--- config.mk ---
export PLATFORM = sky130hd
export DESIGN_NAME = mbx_msg_engine
export DESIGN_NICKNAME = d
export VERILOG_FILES = /design/src/rtl/mbx_pkg.sv /design/src/rtl/mbx_poll_timer.sv /design/src/rtl/mbx_hdr_match.sv /design/src/rtl/mbx_msg_engine.sv
export SDC_FILE = /design/constraint.sdc
export NUM_CORES = 1
export LEC_CHECK = 0
export CAP_MARGIN = 20
export CORE_MARGIN = 5
export CORE_UTILIZATION = 35
export CTS_CLUSTER_DIAMETER = 120
export DETAILED_ROUTE_END_ITERATION = 12
export DONT_BUFFER_PORTS = 1
export GPL_TIMING_DRIVEN = 0
export PLACE_DENSITY_LB_ADDON = 0.1
export SYNTH_ARGS = -nofsm -noshare
export SYNTH_HDL_FRONTEND = slang
export SYNTH_SLANG_ARGS = --single-unit
--- constraint.sdc ---
create_clock -name clk -period 4.15 [get_ports clk]
set_input_delay 0.83 -clock clk [delete_from_list [all_inputs] [get_ports clk]]
set_output_delay 0.83 -clock clk [all_outputs]
set_load 0.05 [all_outputs]
--- src/rtl/mbx_pkg.sv ---
package mbx_pkg;
  localparam int HDR_BYTES = 4;
  localparam int LEN_W     = 16;

  typedef enum logic [1:0] {
    ST_OK  = 2'd0,
    ST_BAD = 2'd1,
    ST_TMO = 2'd2
  } mbx_status_e;

  typedef enum logic [2:0] {
    S_IDLE, S_WWAIT, S_WGAP, S_RWAIT, S_RGAP
  } mbx_state_e;

  typedef enum logic [1:0] {
    PH_HDR, PH_PAY, PH_DRAIN
  } mbx_phase_e;
endpackage

--- src/rtl/mbx_poll_timer.sv ---
module mbx_poll_timer #(
  parameter int POLL_CYC    = 2,
  parameter int TIMEOUT_CYC = 64
) (
  input  logic clk,
  input  logic rst,
  input  logic clear,
  input  logic flag_set,
  output logic go,
  output logic expired
);
  localparam int PW = $clog2(POLL_CYC + 1);
  localparam int TW = $clog2(TIMEOUT_CYC + 1);

  logic [PW-1:0] poll_q;
  logic [TW-1:0] elapsed_q;

  always_ff @(posedge clk) begin
    if (rst || clear) begin
      poll_q    <= '0;
      elapsed_q <= '0;
    end else begin
      poll_q <= (poll_q == '0) ? PW'(POLL_CYC - 1) : poll_q - PW'(1);
      if (elapsed_q != TW'(TIMEOUT_CYC))
        elapsed_q <= elapsed_q + TW'(1);
    end
  end

  assign go      = (poll_q == '0) && !flag_set;
  assign expired = !go && (elapsed_q >= TW'(TIMEOUT_CYC - 1));
endmodule

--- src/rtl/mbx_hdr_match.sv ---
module mbx_hdr_match (
  input  logic [7:0]  exp_op,
  input  logic [7:0]  exp_mod,
  input  logic [15:0] exp_len,
  input  logic [31:0] hdr,
  output logic        match,
  output logic [15:0] rx_len
);
  assign rx_len = hdr[15:0];
  assign match  = (hdr[31:24] == exp_op) && (hdr[23:16] == exp_mod) &&
                  (hdr[15:0] == exp_len);
endmodule

--- src/rtl/mbx_msg_engine.sv ---
module mbx_msg_engine
  import mbx_pkg::*;
#(
  parameter int POLL_CYC    = 2,
  parameter int TIMEOUT_CYC = 64,
  parameter int MBX_W       = 32
) (
  input  logic             clk,
  input  logic             rst,
  input  logic             req_start,
  input  logic             req_recv,
  input  logic [7:0]       req_opcode,
  input  logic [7:0]       req_module,
  input  logic [15:0]      req_len,
  input  logic [7:0]       tx_data,
  output logic             tx_pop,
  input  logic             mb_full,
  input  logic             mb_empty,
  input  logic [MBX_W-1:0] mb_rd_data,
  output logic             mb_wr_en,
  output logic [7:0]       mb_wr_data,
  output logic             mb_rd_en,
  output logic             rx_valid,
  output logic [7:0]       rx_data,
  output logic             busy,
  output logic             done,
  output logic [1:0]       status
);
  localparam int IDX_W = $clog2(HDR_BYTES);

  mbx_state_e        state;
  mbx_phase_e        phase;
  logic [IDX_W-1:0]  idx;
  logic [LEN_W-1:0]  remain;
  logic [7:0]        exp_op, exp_mod;
  logic [LEN_W-1:0]  exp_len;
  logic [HDR_BYTES-1:0][7:0] hdr_q;
  logic [7:0]        hdr_byte, send_byte, rd_byte;
  logic              in_wait, flag_set, go, expired, match;
  logic [LEN_W-1:0]  rx_len;
  logic              last_hdr;
  wire               unused_hi_bits = ^mb_rd_data[MBX_W-1:8];

  assign in_wait  = (state == S_WWAIT) || (state == S_RWAIT);
  assign flag_set = (state == S_WWAIT) ? mb_full : mb_empty;
  assign rd_byte  = mb_rd_data[7:0];
  assign last_hdr = (idx == IDX_W'(HDR_BYTES - 1));

  mbx_poll_timer #(.POLL_CYC(POLL_CYC), .TIMEOUT_CYC(TIMEOUT_CYC)) u_timer (
    .clk(clk), .rst(rst), .clear(!in_wait), .flag_set(flag_set),
    .go(go), .expired(expired)
  );

  mbx_hdr_match u_match (
    .exp_op(exp_op), .exp_mod(exp_mod), .exp_len(exp_len),
    .hdr(hdr_q), .match(match), .rx_len(rx_len)
  );

  always_comb begin
    case (idx)
      2'd0:    hdr_byte = exp_op;
      2'd1:    hdr_byte = exp_mod;
      2'd2:    hdr_byte = exp_len[15:8];
      default: hdr_byte = exp_len[7:0];
    endcase
    send_byte = (phase == PH_HDR) ? hdr_byte : tx_data;
  end

  always_ff @(posedge clk) begin
    if (rst) begin
      state      <= S_IDLE;
      phase      <= PH_HDR;
      idx        <= '0;
      remain     <= '0;
      exp_op     <= '0;
      exp_mod    <= '0;
      exp_len    <= '0;
      hdr_q      <= '0;
      mb_wr_en   <= 1'b0;
      mb_wr_data <= '0;
      mb_rd_en   <= 1'b0;
      tx_pop     <= 1'b0;
      rx_valid   <= 1'b0;
      rx_data    <= '0;
      busy       <= 1'b0;
      done       <= 1'b0;
      status     <= ST_OK;
    end else begin
      mb_wr_en <= 1'b0;
      mb_rd_en <= 1'b0;
      tx_pop   <= 1'b0;
      rx_valid <= 1'b0;
      done     <= 1'b0;
      case (state)
        S_IDLE: if (req_start) begin
          exp_op  <= req_opcode;
          exp_mod <= req_module;
          exp_len <= req_len;
          idx     <= '0;
          phase   <= PH_HDR;
          busy    <= 1'b1;
          status  <= ST_OK;
          state   <= req_recv ? S_RWAIT : S_WWAIT;
        end
        S_WWAIT: begin
          if (go) begin
            mb_wr_en   <= 1'b1;
            mb_wr_data <= send_byte;
            tx_pop     <= (phase == PH_PAY);
            state      <= S_WGAP;
          end else if (expired) begin
            busy <= 1'b0; done <= 1'b1; status <= ST_TMO; state <= S_IDLE;
          end
        end
        S_WGAP: begin
          if (phase == PH_HDR) begin
            if (!last_hdr) begin
              idx <= idx + IDX_W'(1); state <= S_WWAIT;
            end else if (exp_len == '0) begin
              busy <= 1'b0; done <= 1'b1; status <= ST_OK; state <= S_IDLE;
            end else begin
              phase <= PH_PAY; remain <= exp_len; state <= S_WWAIT;
            end
          end else if (remain == LEN_W'(1)) begin
            busy <= 1'b0; done <= 1'b1; status <= ST_OK; state <= S_IDLE;
          end else begin
            remain <= remain - LEN_W'(1); state <= S_WWAIT;
          end
        end
        S_RWAIT: begin
          if (go) begin
            mb_rd_en <= 1'b1;
            if (phase == PH_HDR) hdr_q[HDR_BYTES-1-int'(idx)] <= rd_byte;
            if (phase == PH_PAY) begin
              rx_valid <= 1'b1; rx_data <= rd_byte;
            end
            state <= S_RGAP;
          end else if (expired) begin
            busy <= 1'b0; done <= 1'b1; status <= ST_TMO; state <= S_IDLE;
          end
        end
        S_RGAP: begin
          if (phase == PH_HDR) begin
            if (!last_hdr) begin
              idx <= idx + IDX_W'(1); state <= S_RWAIT;
            end else if (match) begin
              if (exp_len == '0) begin
                busy <= 1'b0; done <= 1'b1; status <= ST_OK; state <= S_IDLE;
              end else begin
                phase <= PH_PAY; remain <= exp_len; state <= S_RWAIT;
              end
            end else if (rx_len == '0) begin
              busy <= 1'b0; done <= 1'b1; status <= ST_BAD; state <= S_IDLE;
            end else begin
              phase <= PH_DRAIN; remain <= rx_len; state <= S_RWAIT;
            end
          end else if (remain == LEN_W'(1)) begin
            busy   <= 1'b0;
            done   <= 1'b1;
            status <= (phase == PH_PAY) ? ST_OK : ST_BAD;
            state  <= S_IDLE;
          end else begin
            remain <= remain - LEN_W'(1); state <= S_RWAIT;
          end
        end
        default: state <= S_IDLE;
      endcase
    end
  end

  // a write only follows a cycle in which the full flag was low
  p_wr_room_r3: assert property (@(posedge clk) disable iff (rst)
    mb_wr_en |-> $past(!mb_full));
  // a read only follows a cycle in which the empty flag was low
  p_rd_data_r4: assert property (@(posedge clk) disable iff (rst)
    mb_rd_en |-> $past(!mb_empty));
  // never a read and a write in the same cycle
  p_one_dir_r2: assert property (@(posedge clk) disable iff (rst)
    !(mb_wr_en && mb_rd_en));
  // done lasts one cycle
  p_done_pulse_r9: assert property (@(posedge clk) disable iff (rst)
    done |=> !done);
  // busy is low once done is signalled
  p_done_idle_r8: assert property (@(posedge clk) disable iff (rst)
    done |-> !busy);
  // payload output only inside a transaction
  p_rx_busy_r5: assert property (@(posedge clk) disable iff (rst)
    rx_valid |-> busy);
endmodule

==> reports/qor.csv, run 1 <==
stage,metric,value,unit
sta,slew_headroom,48.3,%
hold_path,hold_path_class,reg2reg,
power_and_ir_drop,leakage,0.00256,uW
yosys,synthCells,782,
clocking,cts_buffers,17,
sta,final-max-slew-violation-count,0,
clocking,hold_buffers,0,
global_routing,grt_use_total,21.0,%
clocking,cts_num_sinks,120,
sta,setup_viol,0,
routing,drt_iter0_drc,487,
power_and_ir_drop,p_per_area,456,nW/um^2
die,fp.coreArea,17200,um^2
critical_path,path_cells,"xor2_1, nor4_1, nand4_1, o21bai_1, buf_2, buf_4, mux2i_1, o32ai_1, o2bb2ai_1",
yosys,synth_top_area_share,39.5,%
placed_design,hpwlAfterDp,15.7,mm
critical_path,cp_data_required_time,4.43,ns
power_and_ir_drop,power,3160,uW
yosys,ys_seq_area_share,39.5,%
yosys,synth.distinct_cells,62,
critical_path,critPathCaptureType,flop,
sta,fin_skew,0.00750,ns
critical_path,start_kind,flop,
global_routing,grt_pass1_wl,32.7,mm
routing,drt_pass1_iterations,5,
layout,final_layout_size_suffix_gt1_share,6.27,%
yosys,ys_ff_latch,120,
sta,rsz0062_at_grt,false,
yosys,synth.mux.area_fraction,2.31,%
die,die-area,20100,um^2
yosys,synth_edf_count,0,
critical_path,crit_path_max_incr_delay,0.55,ns
critical_path,crit_type,reg2reg,
yosys,synth_nets,869,
layout,antennaDiodeCount,0,
yosys,synthSimpleGateAreaFrac,24.7,%
placed_design,io_buffers,0,
sta,fin_crit,2.92,ns
yosys,synth_area,6080,um^2
die,dieHeight,142,um
sta,finalCritPeriodShare,70.4,%
routing,via_per_inst,5.66,
yosys,synthAdderAreaFrac,1.85,%
critical_path,crit_slowest_cell,nor4_1,
power_and_ir_drop,swShare,30.4,%
critical_path,cp_max_fo,10,
die,rows,48,
sta,timing.setup.tns,0,ns
yosys,synth-xor-area-share,5.48,%
die,die_x,142,um
routing,antenna_left,0,
sta,hold_viol,0,
routing,wirelength,21.0,mm
yosys,ys_warn_count,0,
clocking,cts_buffer_depth,2,
global_routing,grt_pass1_vias,5778,
placed_design,place_congestion,0.904,
yosys,synth_compound_area_share,21.4,%
layout,fillCellCount,1826,
sta,fmax,342,MHz
yosys,synth_top_family_by_area,simple AND/OR/NAND/NOR gates,
yosys,yosys.area.top_type,dfxtp_1,
clocking,insertion_delay,0.42,ns
layout,final_common_cell,nand2_1,
run_status,status,completed,
power_and_ir_drop,vdd_drop_max,278,uV
clocking,cts_tree,yes,
power_and_ir_drop,pwr-share-comb,15.1,%
yosys,synthFlopType,dfxtp_1,
die,io_pins,102,
yosys,yosys-top-cells-area,"dfxtp_1 40%, nand2_1 9.1%, a21oi_1 8.5%",
yosys,avgSynthCellArea,7.77,um^2
clocking,path_clk_slew,0.06,ns
die,start_util,35.4,%
power_and_ir_drop,intPower,2200,uW
routing,vias,5876,
global_routing,antenna_found_initial,0,
clocking,cts-htree-levels,4,
yosys,synthArstFlopShare,0,%
power_and_ir_drop,clockPowerShare,43.5,%
global_routing,overflow,0,
flow_run,drv_cap,0,
power_and_ir_drop,switchingPower,960,uW
power_and_ir_drop,p_seq_share,41.4,%
sta,tightest_slew,0.775,ns
layout,final_cell_mix,"147 x nand2_1, 120 x dfxtp_1, 103 x a21oi_1, 48 x nor2_1, 45 x clkbuf_1",
clocking,cts_setup_buffers,0,
clocking,post_cts_resized,0,
critical_path,cp_data_arrival_time,3.20,ns
global_routing,grt_max_degree,17,
routing,drc,0,
layout,nets,890,
clocking,clockRootBuffer,clkbuf_16,
routing,wire_per_inst,20.2,um
layout,area_growth,13.9,%
## registers in the layout, indices dropped and copies added (netlist names), 2 cells and up
register	flops
u_timer.elapsed_q	7
phase	2
u_timer.poll_q	2
status	2
remain	16
rx_data	8
mb_wr_data	8
exp_len	16
state	3
exp_op	8
exp_mod	8
hdr_q	32
idx	2
## per-stage QoR
stage               instance area (um^2)  setup WS [ns]  hold WS (ns)  utilization, %  std cells
floorplan                           6080           2.07         0.408               -        782
global placement                    6360           1.01         0.422            37.0       1007
detailed placement                  6380           1.31         0.426            37.2       1009
CTS                                 6920           1.28         0.435            40.3       1039
global route                        6920           1.18         0.462            40.3       1039
finish                              6920           1.23         0.437            40.3       1039
## logic make-up (layout without fill, tap and decap cells)
kind of cell | Yosys count | in the layout
adders and majority gates | 9 | 9
buffers and inverters | 72 | 104
and+or+nand+nor | 319 | 319
muxes | 14 | 14
DFF | 120 | 120
xor gates and xnor gates | 38 | 38
AOI/OAI and AO/OA | 210 | 210
## metal layers
layer / vias to the layer above / part of all wire, % / routed length [um] / global-route usage (%)
met4: 0 / 2.7 / 571 / 8.38
li1: 2825 / - / - / -
met2: 220 / 46 / 9700 / 33.3
met1: 2790 / 45 / 9440 / 27.7
met3: 41 / 6.1 / 1280 / 4.82
met5: - / 0 / 0 / 0
## worst max-delay path, delay by kind of cell, from the launching register on
family	cells	cell delay (ns)
flops	1	0.36
compound gates	3	0.56
simple gates	2	0.84
mux	1	0.25
xor+xnor	1	0.18
buf+inv	2	0.60
## path summary, 6_finish.rpt
| check | from | end | slack [ns] | cells after the start |
|---|---|---|---|---|
| worst min-delay path | u_timer.poll_q[0] | u_timer.poll_q[0] | 0.44 | 1 |
| worst max register to register | exp_mod[1] | remain[12] | 1.23 | 9 |
| worst min register to register | u_timer.poll_q[0] | u_timer.poll_q[0] | 0.44 | 1 |
| worst max-delay path | exp_mod[1] | remain[12] | 1.23 | 9 |
## cell usage after synthesis (all sizes together) (4+ instances only)
library cell	instances
nor3	15
a21oi	103
nor2	48
a222oi	8
o21a	10
a311oi	8
clkbuf	45
nand3	40
nand2b	6
inv	18
nor2b	7
and3	5
xor2	36
a211oi	5
o211ai	4
a31oi	5
o21ai	28
nand4	5
nor4	24
dfxtp	120
buf	9
nor4b	4
ha	9
o32ai	4
o22ai	8
nand2	148
mux2i	14
## power groups by stage
stage          logic, uW  registers (uW)  clock network (uW)
6_report             477            1310                1370
2_1_floorplan        342            1300                   0
3_3_place_gp         467            1330                   0
3_5_place_dp         470            1330                   0
5_1_grt              529            1310                1450
4_1_cts              473            1300                1400
## cell type report
| type | count | area, um^2 | area share, % |
|---|---|---|---|
| Clock buffer | 18 | 439 | 6.34 |
| Clock inverter | 12 | 104 | 1.50 |
| Timing Repair Buffer | 2 | 15.0 | 0.217 |
| Sequential cell | 120 | 2400 | 34.7 |
| Inverter | 18 | 67.6 | 0.976 |
| Buffer | 54 | 221 | 3.20 |
| Multi-Input combinational cell | 590 | 3390 | 49.0 |
| Tap cell | 225 | 282 | 4.07 |
Power figures use the tool's default switching activity.
==> run 2: changes to the inputs <==
Clock period 4.15 ns to 2.65 ns, I/O delays scaled along.
==> run 2 against run 1 <==
Effect of this change: highest routed layer unchanged; clock-buffer cell count unchanged; setup slack worse by 1.2 ns; fmax up 13%; final cell count about the same; sequential share of layout area down 0.23 points; first-iteration DRC count up 4.1%; total power up 58%; global-route usage about the same; largest cell class unchanged.
==> reports/qor.csv, run 2 (synthesis gave the netlist of run 1 again) <==
stage,metric,value,unit,change
clocking,cts-htree-levels,4,,unchanged
die,dieHeight,142,um,unchanged
layout,nets,891,,+0.11%
clocking,path_clk_slew,0.06,ns,about the same
layout,largest_register_ffs,32,,unchanged
critical_path,cp_data_arrival_time,2.85,ns,-0.35 ns
layout,final_layout_size_suffix_gt1_share,8.22,%,+2.0 points
sta,setup_viol,0,,unchanged
layout,seq_area,2410,um^2,+0.26%
placed_design,place_congestion,0.904,,unchanged
sta,finalCritPeriodShare,97.1,%,+27 points
hold_path,hold_path_class,in2reg,,
clocking,cts_num_sinks,120,,unchanged
global_routing,antenna_found_initial,0,,unchanged
routing,wire_per_inst,20.2,um,+0.19%
layout,area_growth,15.0,%,
die,rows,48,,unchanged
placed_design,io_buffers,0,,unchanged
sta,fin_skew,0.00650,ns,-0.000995 ns
clocking,insertion_delay,0.42,ns,about the same
die,die_x,142,um,unchanged
critical_path,start_kind,flop,,
sta,timing.setup.tns,0,ns,unchanged
critical_path,cp_max_fo,10,,unchanged
power_and_ir_drop,power,4980,uW,+58%
die,io_pins,102,,unchanged
layout,final_common_cell,nand2_1,,
clocking,cts_buffer_depth,2,,unchanged
die,start_util,35.4,%,unchanged
run_status,status,completed,,
sta,fmax,388,MHz,+13%
sta,slew_headroom,46.5,%,-1.8 points
global_routing,grt_pass1_vias,5805,,+0.47%
routing,drc,0,,unchanged
power_and_ir_drop,p_per_area,712,nW/um^2,+56%
critical_path,crit_type,reg2reg,,
layout,fillCellCount,1823,,-0.16%
power_and_ir_drop,leakage,0.00258,uW,+0.84%
sta,final-max-slew-violation-count,0,,unchanged
sta,fin_crit,2.57,ns,-0.346 ns
layout,largest_register,hdr_q,,
layout,reg_top3,"hdr_q (32), exp_len (16), remain (16)",,
die,fp.coreArea,17200,um^2,unchanged
flow_run,drv_cap,0,,unchanged
placed_design,post-place-ws,-0.186,ns,-1.50 ns
routing,vias,5906,,+0.51%
clocking,hold_buffers,0,,unchanged
sta,worst_slack,0.0759,ns,-1.15 ns
clocking,clockRootBuffer,clkbuf_16,,
routing,via_per_inst,5.68,,+0.41%
layout,antennaDiodeCount,0,,unchanged
placed_design,hpwlAfterDp,15.7,mm,unchanged
power_and_ir_drop,vdd_drop_max,431,uV,+55%
layout,final_cell_area,6990,um^2,+0.94%
sta,tightest_slew,0.803,ns,+0.0277 ns
placed_design,dpl_cell_area,6380,um^2,unchanged
global_routing,overflow,0,,unchanged
global_routing,grt_pass1_wl,32.8,mm,+0.28%
layout,fin_cells,1040,,+0.096%
layout,multi_input_area,3440,um^2,+1.3%
routing,antenna_left,0,,unchanged
critical_path,cp_data_required_time,2.92,ns,-1.51 ns
routing,drt_iter0_drc,507,,+4.1%
routing,wirelength,21.1,mm,+0.29%
routing,drt_pass1_iterations,7,,+2
global_routing,grt_use_total,21.1,%,+0.042 points
placed_design,dpl.cell_count,1009,,unchanged
clocking,cts_tree,yes,,
global_routing,grt_max_degree,17,,unchanged
layout,final_cell_mix,"147 x nand2_1, 115 x dfxtp_1, 103 x a21oi_1, 46 x nor2_1, 43 x clkbuf_1",,
sta,hold_viol,0,,unchanged
clocking,cts_buffers,17,,unchanged
die,die-area,20100,um^2,unchanged
critical_path,critPathCaptureType,flop,,
-- run 2: cell types whose count changed in the layout (fill, tap and decap cells not counted), moves of 2 or more --
cell and change:
buf_4 +3, clkbuf_1 -2, dfxtp_1 -5, dfxtp_2 +5, nor2_1 -2, nor4_1 -4, nor4_2 +4
-- run 2: what timing repair did --
action | in CTS | in global routing
setup buffers | 0 | 2
setup endpoints to repair | 16 | 16
pin swaps | 0 | 2
gates resized for setup | 5 | 12
gates cloned | 0 | 0
-- run 2: layer usage --
metal / global-route usage [%] / up-vias / wire length, um
met4: 8.79 / 0 / 625
met2: 33.3 / 257 / 9660
met5: 0 / - / 0
met1: 27.7 / 2774 / 9430
met3: 4.89 / 50 / 1340
li1: - / 2825 / -
-- run 2: critical path: stages (launching register included) --
cell,delay (ns)
dfxtp_1,0.36
xor2_1,0.19
nor4_2,0.42
nand4_1,0.14
buf_4,0.18
o21bai_2,0.19
buf_4,0.25
buf_4,0.23
mux2i_1,0.24
o32ai_1,0.10
o2bb2ai_1,0.13
-- run 2: path summary, 6_finish.rpt --
path                     start           endpoint  slack (ns)  cells after the start
max reg2reg         exp_mod[1]         remain[12]        0.08                     10
min reg2reg  u_timer.poll_q[0]  u_timer.poll_q[0]        0.44                      1
min                   mb_empty           state[2]        0.18                      1
max                 exp_mod[1]         remain[12]        0.08                     10
-- run 2: through the flow --
stage | util [%] | hold WS [ns]
after floorplan | - | 0.408
after global placement | 37.0 | 0.422
after detailed placement | 37.2 | 0.426
after CTS | 40.4 | 0.166
after global routing | 40.7 | 0.170
final | 40.7 | 0.181
-- run 2: report_power, final --
group / internal [uW] / switching (uW)
logic: 279 / 499
clock network: 1300 / 854
registers: 1880 / 165
-- run 2: layout make-up --
type	instances	area share [%]
multi-input combinational	590	49.2
buffer	53	3.17
sequential	120	34.5
inverter	18	0.967
clock inverter	12	1.49
timing repair buffer	4	0.430
clock buffer	18	6.28
tap	225	4.03
==> run 3: changes to the inputs <==
Clock period 2.65 ns to 2.6 ns, I/O delays scaled along.
==> run 3 against run 2 <==
Effect of this change: sequential power grew 2%; critical endpoint unchanged; design area is essentially flat; clock power rose by 2%.
==> reports/qor.csv, run 3 (synthesis gave the netlist of run 1 again) <==
stage,metric,value,unit,change
critical_path,r2r_slack,0.02,ns,-0.05 ns
power_and_ir_drop,pwr-share-comb,15.6,%,about the same
sta,setup_viol,0,,unchanged
clocking,clockRootBuffer,clkbuf_16,,
clocking,path_clk_slew,0.06,ns,about the same
power_and_ir_drop,leakage,0.00258,uW,about the same
critical_path,rr_worst_depth,10,,unchanged
sta,tightest_slew,0.802,ns,-0.000926 ns
routing,drt_pass1_iterations,5,,-2
critical_path,start_kind,flop,,
layout,largest_register,hdr_q,,
critical_path,worstReg2RegEnd,remain[12],,
global_routing,grt_pass1_wl,32.8,mm,+0.13%
layout,final_layout_size_suffix_gt1_share,8.59,%,+0.37 points
die,io_pins,102,,unchanged
power_and_ir_drop,power,5080,uW,+2.1%
critical_path,critPathCaptureType,flop,,
placed_design,post-place-ws,-0.236,ns,-0.0500 ns
routing,drc,0,,unchanged
placed_design,place_congestion,0.904,,unchanged
routing,wire_per_inst,20.3,um,+0.31%
die,fp.coreArea,17200,um^2,unchanged
sta,final-max-slew-violation-count,0,,unchanged
layout,final_common_cell,nand2_1,,
placed_design,dpl_cell_area,6380,um^2,unchanged
global_routing,overflow,0,,unchanged
power_and_ir_drop,swShare,30.6,%,+0.080 points
die,start_util,35.4,%,unchanged
layout,multi_input_area,3440,um^2,unchanged
placed_design,hpwlAfterDp,15.7,mm,unchanged
layout,seq_area,2410,um^2,+0.21%
clocking,cts_buffers,17,,unchanged
hold_path,whs_endpoint,state[2],,
sta,hold_viol,0,,unchanged
global_routing,grt_pass1_vias,5774,,-0.53%
sta,finalCritPeriodShare,99.2,%,+2.0 points
hold_path,hold_path_class,in2reg,,
clocking,insertion_delay,0.42,ns,about the same
layout,final_cell_area,7000,um^2,about the same
power_and_ir_drop,vdd_drop_max,438,uV,+1.7%
clocking,cts_buffer_depth,2,,unchanged
sta,slew_headroom,46.6,%,+0.062 points
global_routing,antenna_found_initial,0,,unchanged
routing,drt_iter0_drc,478,,-5.7%
clocking,hold_buffers,0,,unchanged
hold_path,hold_start,mb_empty,,
critical_path,r2r-start,hdr_q[4],,
sta,rsz0062_at_grt,true,,
power_and_ir_drop,switchingPower,1550,uW,+2.3%
placed_design,io_buffers,0,,unchanged
critical_path,crit_type,reg2reg,,
routing,via_per_inst,5.67,,-0.14%
power_and_ir_drop,p_per_area,726,nW/um^2,+2.0%
routing,wirelength,21.1,mm,+0.31%
layout,area_growth,15.1,%,about the same
critical_path,cp_data_required_time,2.88,ns,-0.04 ns
layout,antennaDiodeCount,0,,unchanged
layout,largest_register_ffs,32,,unchanged
sta,fmax,388,MHz,-0.17%
clocking,cts_tree,yes,,
power_and_ir_drop,p_seq_share,41.1,%,about the same
flow_run,drv_cap,0,,unchanged
layout,nets,891,,unchanged
layout,fillCellCount,1825,,+0.11%
critical_path,cp_data_arrival_time,2.85,ns,about the same
layout,final_cell_mix,"147 x nand2_1, 111 x dfxtp_1, 103 x a21oi_1, 46 x nor2_1, 44 x clkbuf_1",,
clocking,cts_num_sinks,120,,unchanged
global_routing,grt_use_total,21.1,%,+0.035 points
critical_path,cp_max_fo,10,,unchanged
die,die-area,20100,um^2,unchanged
layout,reg_top3,"hdr_q (32), exp_len (16), remain (16)",,
hold_path,hold_depth,1,,unchanged
die,rows,48,,unchanged
power_and_ir_drop,intPower,3530,uW,+1.9%
run_status,status,completed,,
routing,vias,5898,,-0.14%
clocking,cts-htree-levels,4,,unchanged
global_routing,grt_max_degree,17,,unchanged
die,dieHeight,142,um,unchanged
sta,worst_slack,0.0216,ns,-0.0543 ns
sta,fin_crit,2.58,ns,+0.00434 ns
power_and_ir_drop,clockPowerShare,43.3,%,about the same
sta,fin_skew,0.00587,ns,-0.000626 ns
routing,antenna_left,0,,unchanged
die,die_x,142,um,unchanged
run 3: changes by cell type in the layout (fill, tap and decap cells not counted):
| cell | before | now |
|---|---|---|
| dfxtp_2 | 5 | 9 |
| clkbuf_1 | 43 | 44 |
| buf_2 | 5 | 4 |
| clkbuf_2 | 1 | 0 |
| buf_4 | 6 | 7 |
| dfxtp_1 | 115 | 111 |
run 3: critical path, cell delays in order, from the launching register on:
cell	delay (ns)
dfxtp_1	0.47
xor2_1	0.13
nor4_2	0.36
nand4_1	0.14
buf_4	0.18
o21bai_2	0.21
buf_4	0.25
buf_4	0.22
mux2i_1	0.25
o32ai_1	0.10
o2bb2ai_1	0.13
run 3: timing repair:
action / CTS / global route
setup endpoints to repair: 17 / 18
setup buffers: 0 / 2
gates resized for setup: 6 / 15
pin swaps: 0 / 3
run 3: worst max-delay path by stage:
stage | start | endpoint | slack, ns | depth (start not counted)
4_1_cts | exp_len[12] | remain[13] | 0.01 | 9
2_1_floorplan | remain[4] | remain[4] | 0.53 | 8
6_report | hdr_q[4] | remain[12] | 0.02 | 10
5_1_grt | exp_len[0] | remain[10] | -0.04 | 8
3_5_place_dp | exp_mod[1] | remain[4] | -0.24 | 9
3_3_place_gp | state[1] | exp_len[10] | -0.43 | 6
run 3: routing by layer:
metal | up-vias | track usage, % | part of all wire (%)
met5 | - | 0 | 0
met4 | 0 | 8.64 | 3.2
met3 | 44 | 4.68 | 6.4
met2 | 247 | 33.2 | 46
met1 | 2779 | 28.0 | 45
li1 | 2828 | - | -
run 3: power groups by stage:
stage,combinational (uW),sequential [uW],clock [uW]
4_1_cts,762,2080,2230
3_3_place_gp,746,2120,0
3_5_place_dp,750,2120,0
5_1_grt,876,2100,2310
2_1_floorplan,546,2080,0
6_report,792,2090,2200
run 3: metrics by stage:
| step | instances | utilization (%) | hold slack, ns | TNS (ns) |
|---|---|---|---|---|
| after global placement | 1007 | 37.0 | 0.422 | -12.61 |
| after floorplan | 782 | - | 0.408 | 0 |
| final | 1040 | 40.7 | 0.171 | 0 |
| after detailed placement | 1009 | 37.2 | 0.426 | -2.41 |
| after global routing | 1040 | 40.7 | 0.160 | -0.138 |
| after CTS | 1039 | 40.4 | 0.156 | 0 |
run 3: cell type report:
cell class              count  share of cell area (%)
clock buffers              18                    6.28
plain buffers              53                    3.18
repair buffers              4                   0.429
clock inverters            12                    1.48
well taps                 225                    4.02
flip-flops and latches    120                    34.5
multi-input cells         590                    49.1
inverters                  18                   0.966
